File: config.mk
export PLATFORM = sky130hd
export DESIGN_NAME = trig_occupancy_throttle
export DESIGN_NICKNAME = d
export VERILOG_FILES = /design/src/rtl/tbt_pkg.sv /design/src/rtl/tbt_occ_counter.sv /design/src/rtl/tbt_readout_seq.sv /design/src/rtl/tbt_level_flags.sv /design/src/rtl/trig_occupancy_throttle.sv
export SDC_FILE = /design/constraint.sdc
export NUM_CORES = 1
export LEC_CHECK = 0
export BUFFER_PORTS_ARGS = -buffer_cell sky130_fd_sc_hd__clkbuf_2
export CORE_ASPECT_RATIO = 1.75
export CORE_MARGIN = 2
export CORE_UTILIZATION = 25
export CTS_CLUSTER_DIAMETER = 200
export DETAILED_ROUTE_END_ITERATION = 8
export PLACE_DENSITY_LB_ADDON = 0.25
export SYNTH_ARGS = -nofsm -noshare
export SYNTH_HDL_FRONTEND = slang
export SYNTH_SLANG_ARGS = --single-unit
File: constraint.sdc
create_clock -name clk -period 6.9 [get_ports clk]
set_clock_uncertainty 0.15 [all_clocks]
set_input_delay 0.69 -clock clk [delete_from_list [all_inputs] [get_ports clk]]
set_output_delay 0.69 -clock clk [all_outputs]
set_load 0.01 [all_outputs]
File: src/rtl/tbt_pkg.sv
package tbt_pkg;

    typedef enum logic {
        RD_IDLE = 1'b0,
        RD_RUN  = 1'b1
    } rd_state_e;

    typedef enum logic [1:0] {
        OCC_HOLD = 2'd0,
        OCC_INC  = 2'd1,
        OCC_DEC  = 2'd2,
        OCC_CLR  = 2'd3
    } occ_op_e;

endpackage

File: src/rtl/tbt_occ_counter.sv
module tbt_occ_counter
    import tbt_pkg::*;
#(
    parameter int DEPTH = 10,
    parameter int CW    = $clog2(DEPTH + 1)
) (
    input  logic          clk,
    input  logic          rst_n,
    input  logic          inc_i,
    input  logic          dec_i,
    input  logic          clr_i,
    output logic [CW-1:0] occ_o,
    output logic [CW-1:0] occ_nxt_o,
    output logic          ovf_o
);

    localparam logic [CW-1:0] FULL = CW'(DEPTH);

    occ_op_e       op;
    logic [CW-1:0] occ_q, occ_d;
    logic          ovf_q, ovf_d;

    // Operation select: clear wins, simultaneous inc/dec cancels.
    always_comb begin
        if (clr_i)
            op = OCC_CLR;
        else if (inc_i && !dec_i)
            op = OCC_INC;
        else if (dec_i && !inc_i)
            op = OCC_DEC;
        else
            op = OCC_HOLD;
    end

    always_comb begin
        occ_d = occ_q;
        ovf_d = ovf_q;
        unique case (op)
            OCC_CLR: begin
                occ_d = '0;
                ovf_d = 1'b0;
            end
            OCC_INC: begin
                if (occ_q == FULL)
                    ovf_d = 1'b1;
                else
                    occ_d = occ_q + 1'b1;
            end
            OCC_DEC: begin
                if (occ_q != '0)
                    occ_d = occ_q - 1'b1;
            end
            OCC_HOLD: ;
        endcase
    end

    always_ff @(posedge clk or negedge rst_n) begin
        if (!rst_n) begin
            occ_q <= '0;
            ovf_q <= 1'b0;
        end else begin
            occ_q <= occ_d;
            ovf_q <= ovf_d;
        end
    end

    assign occ_o     = occ_q;
    assign occ_nxt_o = occ_d;
    assign ovf_o     = ovf_q;

endmodule

File: src/rtl/tbt_readout_seq.sv
module tbt_readout_seq
    import tbt_pkg::*;
#(
    parameter int READ_CYC = 280,
    parameter int CW       = 4
) (
    input  logic          clk,
    input  logic          rst_n,
    input  logic          clr_i,
    input  logic [CW-1:0] occ_nxt_i,
    output logic          frame_done_o
);

    localparam int            TW   = $clog2(READ_CYC);
    localparam logic [TW-1:0] LAST = TW'(READ_CYC - 1);

    rd_state_e     state_q, state_d;
    logic [TW-1:0] timer_q, timer_d;
    logic          at_last;

    assign at_last = (timer_q == LAST);

    // Next-state and timer logic.
    always_comb begin
        state_d = state_q;
        timer_d = timer_q;
        unique case (state_q)
            RD_IDLE: begin
                timer_d = '0;
                if (!clr_i && occ_nxt_i != '0)
                    state_d = RD_RUN;                 // START
            end
            RD_RUN: begin
                if (clr_i) begin
                    state_d = RD_IDLE;                // ABORT
                    timer_d = '0;
                end else if (at_last) begin
                    timer_d = '0;
                    state_d = (occ_nxt_i != '0) ? RD_RUN : RD_IDLE;  // NEXT / DRAIN
                end else begin
                    timer_d = timer_q + 1'b1;
                end
            end
        endcase
    end

    // State register.
    always_ff @(posedge clk or negedge rst_n) begin
        if (!rst_n) begin
            state_q <= RD_IDLE;
            timer_q <= '0;
        end else begin
            state_q <= state_d;
            timer_q <= timer_d;
        end
    end

    // Outputs.
    always_comb begin
        frame_done_o = (state_q == RD_RUN) && at_last;
    end

endmodule

File: src/rtl/tbt_level_flags.sv
module tbt_level_flags #(
    parameter int CW = 4
) (
    input  logic [CW-1:0] occ_i,
    input  logic [CW-1:0] warn_lvl_i,
    input  logic [CW-1:0] busy_lvl_i,
    output logic          warn_o,
    output logic          busy_o
);

    always_comb begin
        warn_o = (occ_i >= warn_lvl_i);
        busy_o = (occ_i >= busy_lvl_i);
    end

endmodule

File: src/rtl/trig_occupancy_throttle.sv
module trig_occupancy_throttle #(
    parameter int DEPTH    = 10,
    parameter int READ_CYC = 280,
    parameter int CW       = $clog2(DEPTH + 1)
) (
    input  logic          clk,
    input  logic          rst_n,
    input  logic          trig_i,
    input  logic          clear_i,
    input  logic [CW-1:0] warn_lvl_i,
    input  logic [CW-1:0] busy_lvl_i,
    output logic          frame_done_o,
    output logic [CW-1:0] occ_o,
    output logic          warn_o,
    output logic          busy_o,
    output logic          ovf_o
);

    logic          frame_done;
    logic [CW-1:0] occ_cur, occ_nxt;

    tbt_occ_counter #(.DEPTH(DEPTH), .CW(CW)) u_count (
        .clk       (clk),
        .rst_n     (rst_n),
        .inc_i     (trig_i),
        .dec_i     (frame_done),
        .clr_i     (clear_i),
        .occ_o     (occ_cur),
        .occ_nxt_o (occ_nxt),
        .ovf_o     (ovf_o)
    );

    tbt_readout_seq #(.READ_CYC(READ_CYC), .CW(CW)) u_seq (
        .clk          (clk),
        .rst_n        (rst_n),
        .clr_i        (clear_i),
        .occ_nxt_i    (occ_nxt),
        .frame_done_o (frame_done)
    );

    tbt_level_flags #(.CW(CW)) u_flags (
        .occ_i      (occ_cur),
        .warn_lvl_i (warn_lvl_i),
        .busy_lvl_i (busy_lvl_i),
        .warn_o     (warn_o),
        .busy_o     (busy_o)
    );

    assign occ_o        = occ_cur;
    assign frame_done_o = frame_done;

endmodule

* Word level (Yosys, flattened, before mapping) *
Cells that the tools add are included.

word-level totals
  flip-flop bits (word level) = 15
  bits of input ports = 12
  logic and storage cells = 43

cells by class
  add/subtract/negate cells = 3
  order comparisons = 2
  eq/ne operators = 6
  muxes and demuxes = 16
  bitwise logic cells = 1
  reductions and logical operators = 11

operator list
  kind                 number
  $mux 9               2
  $pmux 9 s2           1
  $pmux 4 s3           1
  $add 9x1->9 const B  1
  $eq 9x9->1 const B   1
  $ge 4x4->1           2
  $mux 4               2
  $reduce_bool 4->1    2
  $mux 2               3
  $mux 1               5
  $add 4x1->4 const B  1
  $eq 2x2->1 const B   2
  $eq 4x4->1 const B   1
  $logic_and 1x1->1    4
  $pmux 1 s2           2
  $sub 4x1->4 const B  1
  $logic_not 1->1      3
  $eq 2x1->1 const B   1
  $ne 2x1->1 const B   1
  $reduce_and 2->1     1
  $reduce_bool 2->1    1
  $not 1->1            1

* Longest topological paths before layout *
Gate-level depths: netlist of run 1.

  word-level depth = 13
  mapped depth = 7

* Hierarchy *
A second synthesis of run 1 with hierarchy kept.

unflattened totals
  cells, all modules = 122
  area, all modules = 1148.6 µm²

modules (own cells, without submodules)
  module           times used  cells each  area an instance (µm²)  sequential area each (µm²)
  tbt_readout_seq  1           50          503.0                   250.2
  tbt_occ_counter  1           47          409.1                   125.1
  tbt_level_flags  1           25          236.5                   0.0

* Worst setup path before layout of run 1 *
No wires, ideal clock.

  path type = flip-flop to flip-flop
  start = register u_count.occ_q[0] (netlist: u_count.occ_o[0])
  end = register u_seq.state_q
  setup time = 0.129 ns
  arrival time = 2.136 ns
  required time = 6.621 ns
  path slack = 4.484 ns
  cell stages (with the launch flop) = 8
  period minus slack after synthesis = 2.416 ns
  path through = dfrtp_1 inv_1 ha_1 or3b_2 nand4_2 o22a_1 mux2_4 o41a_1

on the way
  cells in the longest elaborated chain, start to end = 8
  elaborated cells on any way between the ends = 14
  those cells by class = add/sub: 2; eq/ne: 1; mux: 8; reduce/logical: 3

ends and longest elaborated chain
  element                              RTL line                                      RTL
  from (decl)                          tbt_occ_counter.sv:20                         logic [CW-1:0] occ_q, occ_d;
  from (signal assigned)               tbt_occ_counter.sv:59                         occ_q <= '0;
  from (signal assigned)               tbt_occ_counter.sv:62                         occ_q <= occ_d;
  $sub 4x1->4 (tied with other cells)  tbt_occ_counter.sv:51                         occ_d = occ_q - 1'b1;
  $mux 4, on equally long branches     tbt_occ_counter.sv:50, tbt_occ_counter.sv:44
  $pmux 4 s3 (*)                       tbt_occ_counter.sv:38                         unique case (op)
  via occ_nxt[0]                       trig_occupancy_throttle.sv:20                 logic [CW-1:0] occ_cur, occ_nxt;
  $reduce_bool 4->1 (*)                tbt_readout_seq.sv:30, tbt_readout_seq.sv:39
  $mux 1                               tbt_readout_seq.sv:39                         state_d = (occ_nxt_i != '0) ? RD_RUN : RD_IDLE;
  $mux 1                               tbt_readout_seq.sv:37                         end else if (at_last) begin
  $mux 1                               tbt_readout_seq.sv:34                         if (clr_i) begin
  $pmux 1 s2 (*)                       tbt_readout_seq.sv:27                         unique case (state_q)
  via u_seq.state_d                    tbt_readout_seq.sv:17                         rd_state_e state_q, state_d;
  to (signal assigned)                 tbt_readout_seq.sv:53                         state_q <= state_d;
  to (decl)                            tbt_readout_seq.sv:17

The timed path passes the listed nets; every way through them passes the cells marked *.
A chain may end at the register's enable or synchronous reset.

* Worst setup path in the final report of run 1 *
  start = register u_count.occ_q[0] (netlist: u_count.occ_o[0])
  end = output busy_o

on the way
  cells in the longest elaborated chain, start to end = 1

ends and longest elaborated chain
  element     RTL line                       RTL
  $ge 4x4->1  tbt_level_flags.sv:13          busy_o = (occ_i >= busy_lvl_i);
  to (decl)   trig_occupancy_throttle.sv:15  output logic busy_o,

Every way passes these cells.

==> run metrics, run 1 <==
outcome=completed; count of clock tree sinks=15; height of the die=91.6 um; cts bufs inserted=3; via count of the first global-routing pass=908; ant diodes=0; cell repeated most along the worst path=sky130_fd_sc_hd__nand2b_1; post-layout instance count excluding filler cells=187; layout filler cell count=462; post-route cell area=1270 um^2; count of synthesis-stage warnings from yosys=0; Initial Util=26.2%; share of the yosys chip area belonging to registers=34.2%; number of pins with negative max-slew slack in the final report=0; CTS Root Cell=sky130_fd_sc_hd__clkbuf_8; Critical Path Slowest Stage Cell=sky130_fd_sc_hd__dfrtp_1; Most used DFF post-synth=sky130_fd_sc_hd__dfrtp_1; GR Overflow Total=0; placeable core region=4190 um^2; setup repair bufs after CTS=0; placed cell areas=1230 um^2; mean number of vias per cell=4.98; worst-case clock buffer depth=2; Clock transition at path regs=0.06 ns; cell leakage power=0.623 nW; final net count=163; H-tree depth=1; peak supply drop=0.102 mV; type of origin of the critical path=register; post-synthesis register bit count=15; synthesized instance count=118; number of distinct library cell variants in the gate-level netlist after synthesis=35; most frequent cells in the layout=sky130_fd_sc_hd__clkbuf_2, sky130_fd_sc_hd__nor2_1, sky130_fd_sc_hd__dfrtp_1; Critical Path, Cell by Cell=inv_1 -> ha_1 -> nand2b_1 -> a21oi_1 -> nor2b_1 -> o21ai_0 -> nand2b_1 -> clkbuf_2; number of nets with antenna violations after routing=0; Power Internal=0.000152 W; synthesis-to-layout area growth=16.2%; buffers plus inverters on the worst setup path=2; portion of total power attributed to sequential cells=46.8%; Critical Path Max Stage Delay=0.46 ns; FP Rows=31; fraction of registers with async set/reset=100%; unrepaired setup endpoints after global routing=false; hold violation count in the final report=0; half-perimeter wire length after placement=1910 um; Cell Pwr Density=166 nW/um^2; synthesized netlist net count=142; DRC errors left=0; Die X=54.1 um; kind of critical path=reg2out; normalized max-slew margin=73.5%; cts-stage hold buffer count=0; type of element capturing the critical path=output pin; ratio of final minimum period to clock period=39.7%; EDFF count, synth=0; Resized cells post-CTS=0; first-pass GRT wire length=4070 um; total negative setup slack=0 ns; number of ports placed on the die boundary=20; share of power burned in combinational logic=20.3%; Detailed Route WL=2450 um; arrival time of the worst setup path=1.90 ns; gate family responsible for the most delay along the worst path=flip-flops; IO buf count=19; slew at the pin closest to its max-slew limit=0.394 ns; most frequent standard cell in the layout excluding fill and tap cells=sky130_fd_sc_hd__clkbuf_2; post-synth design cell area=1100 um^2; Tightest Hold Check Type=in2async; insertion delay to the later sink of the worst-skew pair=0.25 ns; crit path time final=2.74 ns; post-detailed-route wirelength per cell=13.1 um; global-route total usage across every layer=11.0%; clock share of power=32.9%; final setup fails=0; starting DRC count in detailed routing=25; data required time at the worst endpoint=6.06 ns; maxcap violations=0; maximum number of pins on one net before global-route repair=16; Pre-antenna DRT Iters=4; total instance count after detailed placement=183; ratio of cells with drive above 1 in the final layout=22.5%; maximum fanout along the worst path=6; overall via count from detail_route=931; top achievable clock speed=365 MHz; antenna violations before repair=0; switching portion of total power=28.3%; switching pwr=0.0000600 W; synthesized area per cell=9.30 um^2; area of the die=4960 um^2; RD Place Congestion=0.771; clock tree from TritonCTS=built
-- final timing paths --
path / slack (ns) / endpoint / depth (start not counted) / from
max in group asynchronous: 6.13 / u_count.occ_o[0] / 1 / rst_n
worst max register to register: 4.28 / u_seq.state_q / 7 / u_count.occ_o[0]
worst min register to register: 0.36 / u_count.ovf_o / 2 / u_count.ovf_o
worst max-delay path: 4.16 / busy_o / 8 / u_count.occ_o[0]
min in group clk: 0.36 / u_count.ovf_o / 2 / u_count.ovf_o
worst min-delay path: 0.20 / u_seq.timer_q[1] / 1 / rst_n
-- sequential cells by signal (all words and copies together) (netlist names) --
| name | cells |
|---|---|
| u_count.ovf_o | 1 |
| u_seq.timer_q | 9 |
| u_count.occ_o | 4 |
| u_seq.state_q | 1 |
-- kinds of logic (layout without fill, tap and decap cells) --
kind of cell	Yosys count	after routing	share of synthesized area, %
and+or+nand+nor	44	44	23.7
AOI/OAI and AO/OA	22	22	13.5
DFF	15	15	34.2
buffers and inverters	15	35	6.27
adders and majority gates	12	12	13.7
xor gates and xnor gates	8	8	6.39
muxes	2	2	2.28
-- final cells by class --
cell class              instances  area [um^2]  share of cell area (%)
flip-flops and latches         15          375                    29.4
well taps                      49         61.3                    4.81
repair buffers                 19         95.1                    7.46
multi-input cells              88          653                    51.2
clock buffers                   4         45.0                    3.53
inverters                      12         45.0                    3.53
-- cell usage after synthesis (all sizes together), types with 3 or more instances --
| cell | instances | area [um^2] |
|---|---|---|
| dfrtp | 15 | 375 |
| nor2 | 15 | 56.3 |
| ha | 12 | 150 |
| inv | 12 | 45.0 |
| o21ai | 7 | 35.0 |
| a21oi | 6 | 30.0 |
| nand3 | 6 | 30.0 |
| xor2 | 6 | 52.6 |
| nand2b | 4 | 25.0 |
| nand4 | 4 | 31.3 |
| clkbuf | 3 | 23.8 |
| nand2 | 3 | 11.3 |
-- routing by layer --
| layer | vias to the layer above | wire [um] | share of wire, % | GRT usage [%] |
|---|---|---|---|---|
| met5 | - | 0 | 0 | 0 |
| met4 | 0 | 27 | 1.1 | 5.00 |
| met3 | 4 | 102 | 4.2 | 0.977 |
| met2 | 22 | 1300 | 53 | 19.6 |
| met1 | 452 | 1020 | 41 | 12.4 |
| li1 | 453 | - | - | - |
-- stage by stage --
step                      utilization [%]  total power (W)  hold WS, ns  setup slack, ns
after global placement               29.4         0.000143        0.343             4.29
final                                30.4         0.000212        0.196             4.16
after global routing                 30.4         0.000227        0.216             3.97
after floorplan                         -         0.000128        0.244             4.48
after detailed placement             29.4         0.000145        0.347             4.20
after CTS                            30.4         0.000216        0.202             4.09
-- power groups by stage --
stage	logic [W]	clock network, W	registers [W]
after detailed placement	0.0000438	0	0.000101
final	0.0000431	0.0000696	0.0000992
after global placement	0.0000422	0	0.000100
after floorplan	0.0000292	0	0.0000989
after CTS	0.0000440	0.0000727	0.0000992
after global routing	0.0000506	0.0000768	0.000100
No activity file was read; power rests on OpenSTA's default activity.
==> run 2: changes to the inputs <==
==> constraint.sdc (replaced) <==
create_clock -name clk -period 2.8 [get_ports clk]
set_clock_uncertainty 0.15 [all_clocks]
set_input_delay 0.28 -clock clk [delete_from_list [all_inputs] [get_ports clk]]
set_output_delay 0.28 -clock clk [all_outputs]
set_load 0.01 [all_outputs]
==> run 2 against run 1 <==
Sequential share of layout area fell by 0.57 points. Combinational power rose to 2.6 times the previous value. Clock power rose to 2.5 times the previous value. Hold slack got worse by 0.021 ns. Non-clock buffer count rose by 3. Flip-flop and latch count did not move. Setup slack got worse by 3.9 ns. Utilization rose by 0.60 points. Register-to-register slack got worse by 4.0 ns. First-iteration DRC count rose by 8.0%. Sequential power rose by 140%. Final area rose by 2.0%.
==> run metrics, run 2 (synthesized netlist as in run 1, its figures left out) <==
via count of the first global-routing pass=953 (+5.0%); cell leakage power=0.637 nW (+2.2%); maxcap violations=0 (unchanged); unrepaired setup endpoints after global routing=false; final core utilization=31.0% (+0.60 points); antenna violations before repair=0 (unchanged); GR Overflow Total=0 (unchanged); peak supply drop=0.242 mV (+140%); number of cells traversed by the worst hold path=2; Crit Reg-Reg Startpoint=u_count.occ_o[0]; ratio of cells with drive above 1 in the final layout=23.4% (+0.94 points); Cell Pwr Density=406 nW/um^2 (+140%); kind of critical path=reg2reg; H-tree depth=1 (unchanged); ant diodes=0 (unchanged); max reg flops=9 (unchanged); number of ports placed on the die boundary=20 (unchanged); critical register-to-register path endpoint=u_seq.state_q; terminating pin of the worst hold path=u_count.ovf_o; cts bufs inserted=3 (unchanged); post-layout instance count excluding filler cells=190 (+1.6%); Most flops, register=u_seq.timer_q; most frequent cells in the layout=sky130_fd_sc_hd__clkbuf_2, sky130_fd_sc_hd__nor2_1, sky130_fd_sc_hd__dfrtp_1; outcome=completed; worst setup path startpoint=u_count.occ_o[0]; type of origin of the critical path=register; Clock transition at path regs=0.06 ns (about the same); type of element capturing the critical path=register; final net count=166 (+1.8%); global-route total usage across every layer=11.8% (+0.85 points); CTS Root Cell=sky130_fd_sc_hd__clkbuf_8; synthesis-to-layout area growth=18.5%; post-detailed-route wirelength per cell=13.9 um (+5.9%); total negative setup slack=0 ns (unchanged); Reg2Reg Setup Slack=0.29 ns (-3.99 ns); number of pins with negative max-slew slack in the final report=0 (unchanged); number of nets with antenna violations after routing=0 (unchanged); Initial Util=26.2% (unchanged); Pre-antenna DRT Iters=4 (unchanged); maximum number of pins on one net before global-route repair=16 (unchanged); area of the die=4960 um^2 (unchanged); overall via count from detail_route=957 (+2.8%); starting DRC count in detailed routing=27 (+8.0%); Detailed Route WL=2630 um (+7.6%); slew at the pin closest to its max-slew limit=0.524 ns (+0.130 ns); clock tree from TritonCTS=built; maximum fanout along the worst path=6 (unchanged); first-pass GRT wire length=4350 um (+6.8%); normalized max-slew margin=64.8% (-8.7 points); Tightest Hold Check Type=in2reg; final setup fails=0 (unchanged); hold violation count in the final report=0 (unchanged); ratio of final minimum period to clock period=89.8%; insertion delay to the later sink of the worst-skew pair=0.24 ns (about the same); setup repair bufs after CTS=0 (unchanged); final-layout worst hold slack=0.174 ns (-0.0214 ns); worst-case clock buffer depth=2 (unchanged); FP Rows=31 (unchanged); data required time at the worst endpoint=2.77 ns (-3.29 ns); mean number of vias per cell=5.04 (+1.2%); half-perimeter wire length after placement=2130 um (+11%); total instance count after detailed placement=185 (+1.1%); IO buf count=19 (unchanged); Die X=54.1 um (unchanged); crit path time final=2.51 ns; arrival time of the worst setup path=2.49 ns (+0.59 ns); most frequent standard cell in the layout excluding fill and tap cells=sky130_fd_sc_hd__clkbuf_2; count of clock tree sinks=15 (unchanged); top achievable clock speed=398 MHz; Tot Pwr=0.000528 W (+150%); DRC errors left=0 (unchanged); origin of the worst min-delay path=clear_i; RD Place Congestion=0.795 (+3.1%); count of cells along the worst register-to-register path=7 (unchanged); height of the die=91.6 um (unchanged); placeable core region=4190 um^2 (unchanged)
## run 2: cell types whose count changed in the layout (fill, tap and decap cells not counted), sizes merged
cell         change
buf              +2
dlygate4sd3      +1
## run 2: worst max-delay path by stage
| stage | end | cells past startpoint |
|---|---|---|
| finish | u_seq.state_q | 7 |
| global route | u_seq.state_q | 7 |
| CTS | u_seq.state_q | 7 |
| detailed placement | u_seq.state_q | 7 |
| global placement | u_seq.state_q | 7 |
| floorplan | u_seq.state_q | 7 |
## run 2: metrics by stage
| stage | setup WS [ns] | instance area [um^2] |
|---|---|---|
| floorplan | 0.384 | 1100 |
| global placement | 0.329 | 1240 |
| detailed placement | 0.285 | 1240 |
| CTS | 0.268 | 1300 |
| global route | 0.180 | 1300 |
| finish | 0.285 | 1300 |
## run 2: metal layers
layer | GRT usage (%) | vias to the layer above | wire length (um)
met5 | 0 | - | 0
met4 | 3.96 | 0 | 29
met3 | 1.95 | 4 | 106
met2 | 20.9 | 24 | 1490
met1 | 13.7 | 468 | 1000
li1 | - | 461 | -
## run 2: worst max-delay path, cell delays in order (launching register included)
cell                      delay [ns]
sky130_fd_sc_hd__dfrtp_1        0.43
sky130_fd_sc_hd__inv_1          0.17
sky130_fd_sc_hd__ha_1           0.23
sky130_fd_sc_hd__or3b_2         0.47
sky130_fd_sc_hd__nand4_2        0.12
sky130_fd_sc_hd__o22a_1         0.15
sky130_fd_sc_hd__mux2_4         0.30
sky130_fd_sc_hd__o41a_1         0.37
## run 2: report_power, final
part           internal [W]  switching [W]  total [W]
clock network      0.000101      0.0000733   0.000174
logic             0.0000504      0.0000634   0.000114
registers          0.000225      0.0000152   0.000241
## run 2: timing repair
item / in CTS / in global routing
resized for setup: 0 / 0
hold endpoints to repair: 15 / 0
hold buffers: 1 / 0
## run 2: final cells by class
cell class                      count  area (um^2)
Clock buffer                        4         45.0
Fill cell                         448         2890
Inverter                           12         45.0
Multi-Input combinational cell     88          653
Sequential cell                    15          375
Tap cell                           49         61.3
Timing Repair Buffer               22          120
==> run 3: changes to the inputs <==
==> constraint.sdc (replaced) <==
create_clock -name clk -period 3.1 [get_ports clk]
set_clock_uncertainty 0.15 [all_clocks]
set_input_delay 0.31 -clock clk [delete_from_list [all_inputs] [get_ports clk]]
set_output_delay 0.31 -clock clk [all_outputs]
set_load 0.01 [all_outputs]
==> run 3 against run 2 <==
Setup slack better by 0.26 ns. Final cell count fell by 1.1%. Utilization is 0.36 points lower. First-iteration DRC count fell by 41%. Fmax fell by 1.4%. Sequential power is 8.7% lower.
==> run metrics, run 3 (synthesized netlist as in run 1, its figures left out) <==
outcome=completed; GR Overflow Total=0 (unchanged); top achievable clock speed=392 MHz (-1.4%); Critical Path, Cell by Cell=inv_1 -> ha_1 -> or3b_2 -> nand4_2 -> o22a_1 -> mux2_4 -> o41a_1; Critical Path Slowest Stage Cell=sky130_fd_sc_hd__or3b_2; Critical Path Max Stage Delay=0.47 ns (about the same); ant diodes=0 (unchanged); flip-flop and latch area=375 um^2 (unchanged); placeable core region=4190 um^2 (unchanged); insertion delay to the later sink of the worst-skew pair=0.24 ns (about the same); type of element capturing the critical path=register; Detailed Route WL=2470 um (-6.4%); ratio of final minimum period to clock period=82.3% (-7.5 points); type of origin of the critical path=register; via count of the first global-routing pass=934 (-2.0%); Most flops, register=u_seq.timer_q; final setup fails=0 (unchanged); kind of critical path=reg2reg; Clock transition at path regs=0.06 ns (about the same); buffers plus inverters on the worst setup path=1 (unchanged); hold violation count in the final report=0 (unchanged); FP Rows=31 (unchanged); met1 usage in global routing=12.0% (-1.7 points); final net count=164 (-1.2%); most frequent cells in the layout=sky130_fd_sc_hd__clkbuf_2, sky130_fd_sc_hd__nor2_1, sky130_fd_sc_hd__dfrtp_1; final core utilization=30.7% (-0.36 points); Initial Util=26.2% (unchanged); layout filler cell count=449 (+0.22%); max reg flops=9 (unchanged); number of ports placed on the die boundary=20 (unchanged); mean number of vias per cell=4.82 (-4.2%); Resized cells post-CTS=0 (unchanged); met2 track demand over resource=20.0% (-0.91 points); setup repair bufs after CTS=0 (unchanged); met3 track utilization from global routing=0.977% (-0.98 points); RD Place Congestion=0.776 (-2.4%); starting DRC count in detailed routing=16 (-41%); post-detailed-route wirelength per cell=13.1 um (-5.4%); Die X=54.1 um (unchanged); count of clock tree sinks=15 (unchanged); busiest layer in global routing=met2; arrival time of the worst setup path=2.52 ns (+0.03 ns); cts-stage hold buffer count=1 (unchanged); unrepaired setup endpoints after global routing=false; half-perimeter wire length after placement=1970 um (-7.4%); Tot Pwr=0.000471 W (-11%); number of nets with antenna violations after routing=0 (unchanged); antenna violations before repair=0 (unchanged); overall via count from detail_route=907 (-5.2%); crit path time final=2.55 ns (+0.0364 ns); IO buf count=19 (unchanged); maximum fanout along the worst path=6 (unchanged); number of pins with negative max-slew slack in the final report=0 (unchanged); synthesis-to-layout area growth=17.1%; CTS Root Cell=sky130_fd_sc_hd__clkbuf_8; data required time at the worst endpoint=3.07 ns (+0.30 ns); cell leakage power=0.627 nW (-1.5%); peak supply drop=0.214 mV (-12%); ratio of cells with drive above 1 in the final layout=22.3% (-1.1 points); Tightest Hold Check Type=in2reg; Cell Pwr Density=366 nW/um^2 (-9.9%); cts bufs inserted=3 (unchanged); clock tree from TritonCTS=built; normalized max-slew margin=67.9% (+3.0 points); gate family responsible for the most delay along the worst path=simple AND/OR/NAND/NOR gates; total negative setup slack=0 ns (unchanged); worst-case clock buffer depth=2 (unchanged); area of the die=4960 um^2 (unchanged); H-tree depth=1 (unchanged); Pre-antenna DRT Iters=4 (unchanged); height of the die=91.6 um (unchanged); area used by multi-input combinational logic=653 um^2 (unchanged); global-route total usage across every layer=10.9% (-0.90 points); maximum number of pins on one net before global-route repair=16 (unchanged); maxcap violations=0 (unchanged); most frequent standard cell in the layout excluding fill and tap cells=sky130_fd_sc_hd__clkbuf_2; slew at the pin closest to its max-slew limit=0.478 ns (-0.0453 ns); first-pass GRT wire length=4080 um (-6.2%); DRC errors left=0 (unchanged)
## run 3: cell types whose count changed in the layout (fill, tap and decap cells not counted), sizes merged
| cell | before | now |
|---|---|---|
| buf | 2 | 0 |
## run 3: final cells by class
type | instances | area share (%)
repair buffers | 20 | 8.18
well taps | 49 | 4.77
flip-flops and latches | 15 | 29.2
clock buffers | 4 | 3.51
inverters | 12 | 3.51
multi-input cells | 88 | 50.8
## run 3: power breakdown
group          internal [W]  leakage [nW]  switching (W)
clock network     0.0000908        0.0228      0.0000624
registers          0.000204         0.204      0.0000166
logic             0.0000443         0.401      0.0000529
## run 3: through the flow
step                instance area [um^2]  hold slack, ns  setup slack, ns  std cells
floorplan                           1100          -0.136            0.684        118
global placement                    1230          0.0946            0.623        183
detailed placement                  1230          0.0959            0.568        183
CTS                                 1280           0.220            0.555        188
global route                        1280           0.245            0.434        188
finish                              1280           0.223            0.549        188
## run 3: worst paths after layout
check | startpoint | endpoint | cells past startpoint | slack (ns)
hold reg to reg | u_seq.timer_q[0] | u_seq.timer_q[0] | 1 | 0.36
setup reg to reg | u_count.occ_o[0] | u_seq.state_q | 7 | 0.55
min in group asynchronous | rst_n | u_seq.timer_q[8] | 2 | 0.36
setup / recovery | u_count.occ_o[0] | u_seq.state_q | 7 | 0.55
hold / removal | clear_i | u_count.ovf_o | 2 | 0.22
max in group asynchronous | rst_n | u_count.occ_o[2] | 2 | 2.18
## run 3: layer usage
layer  up-vias  part of all wire, %
met3         4                  3.7
met1       419                   41
met4         0                  1.6
li1        458                    -
met2        26                   54
met5         -                    0
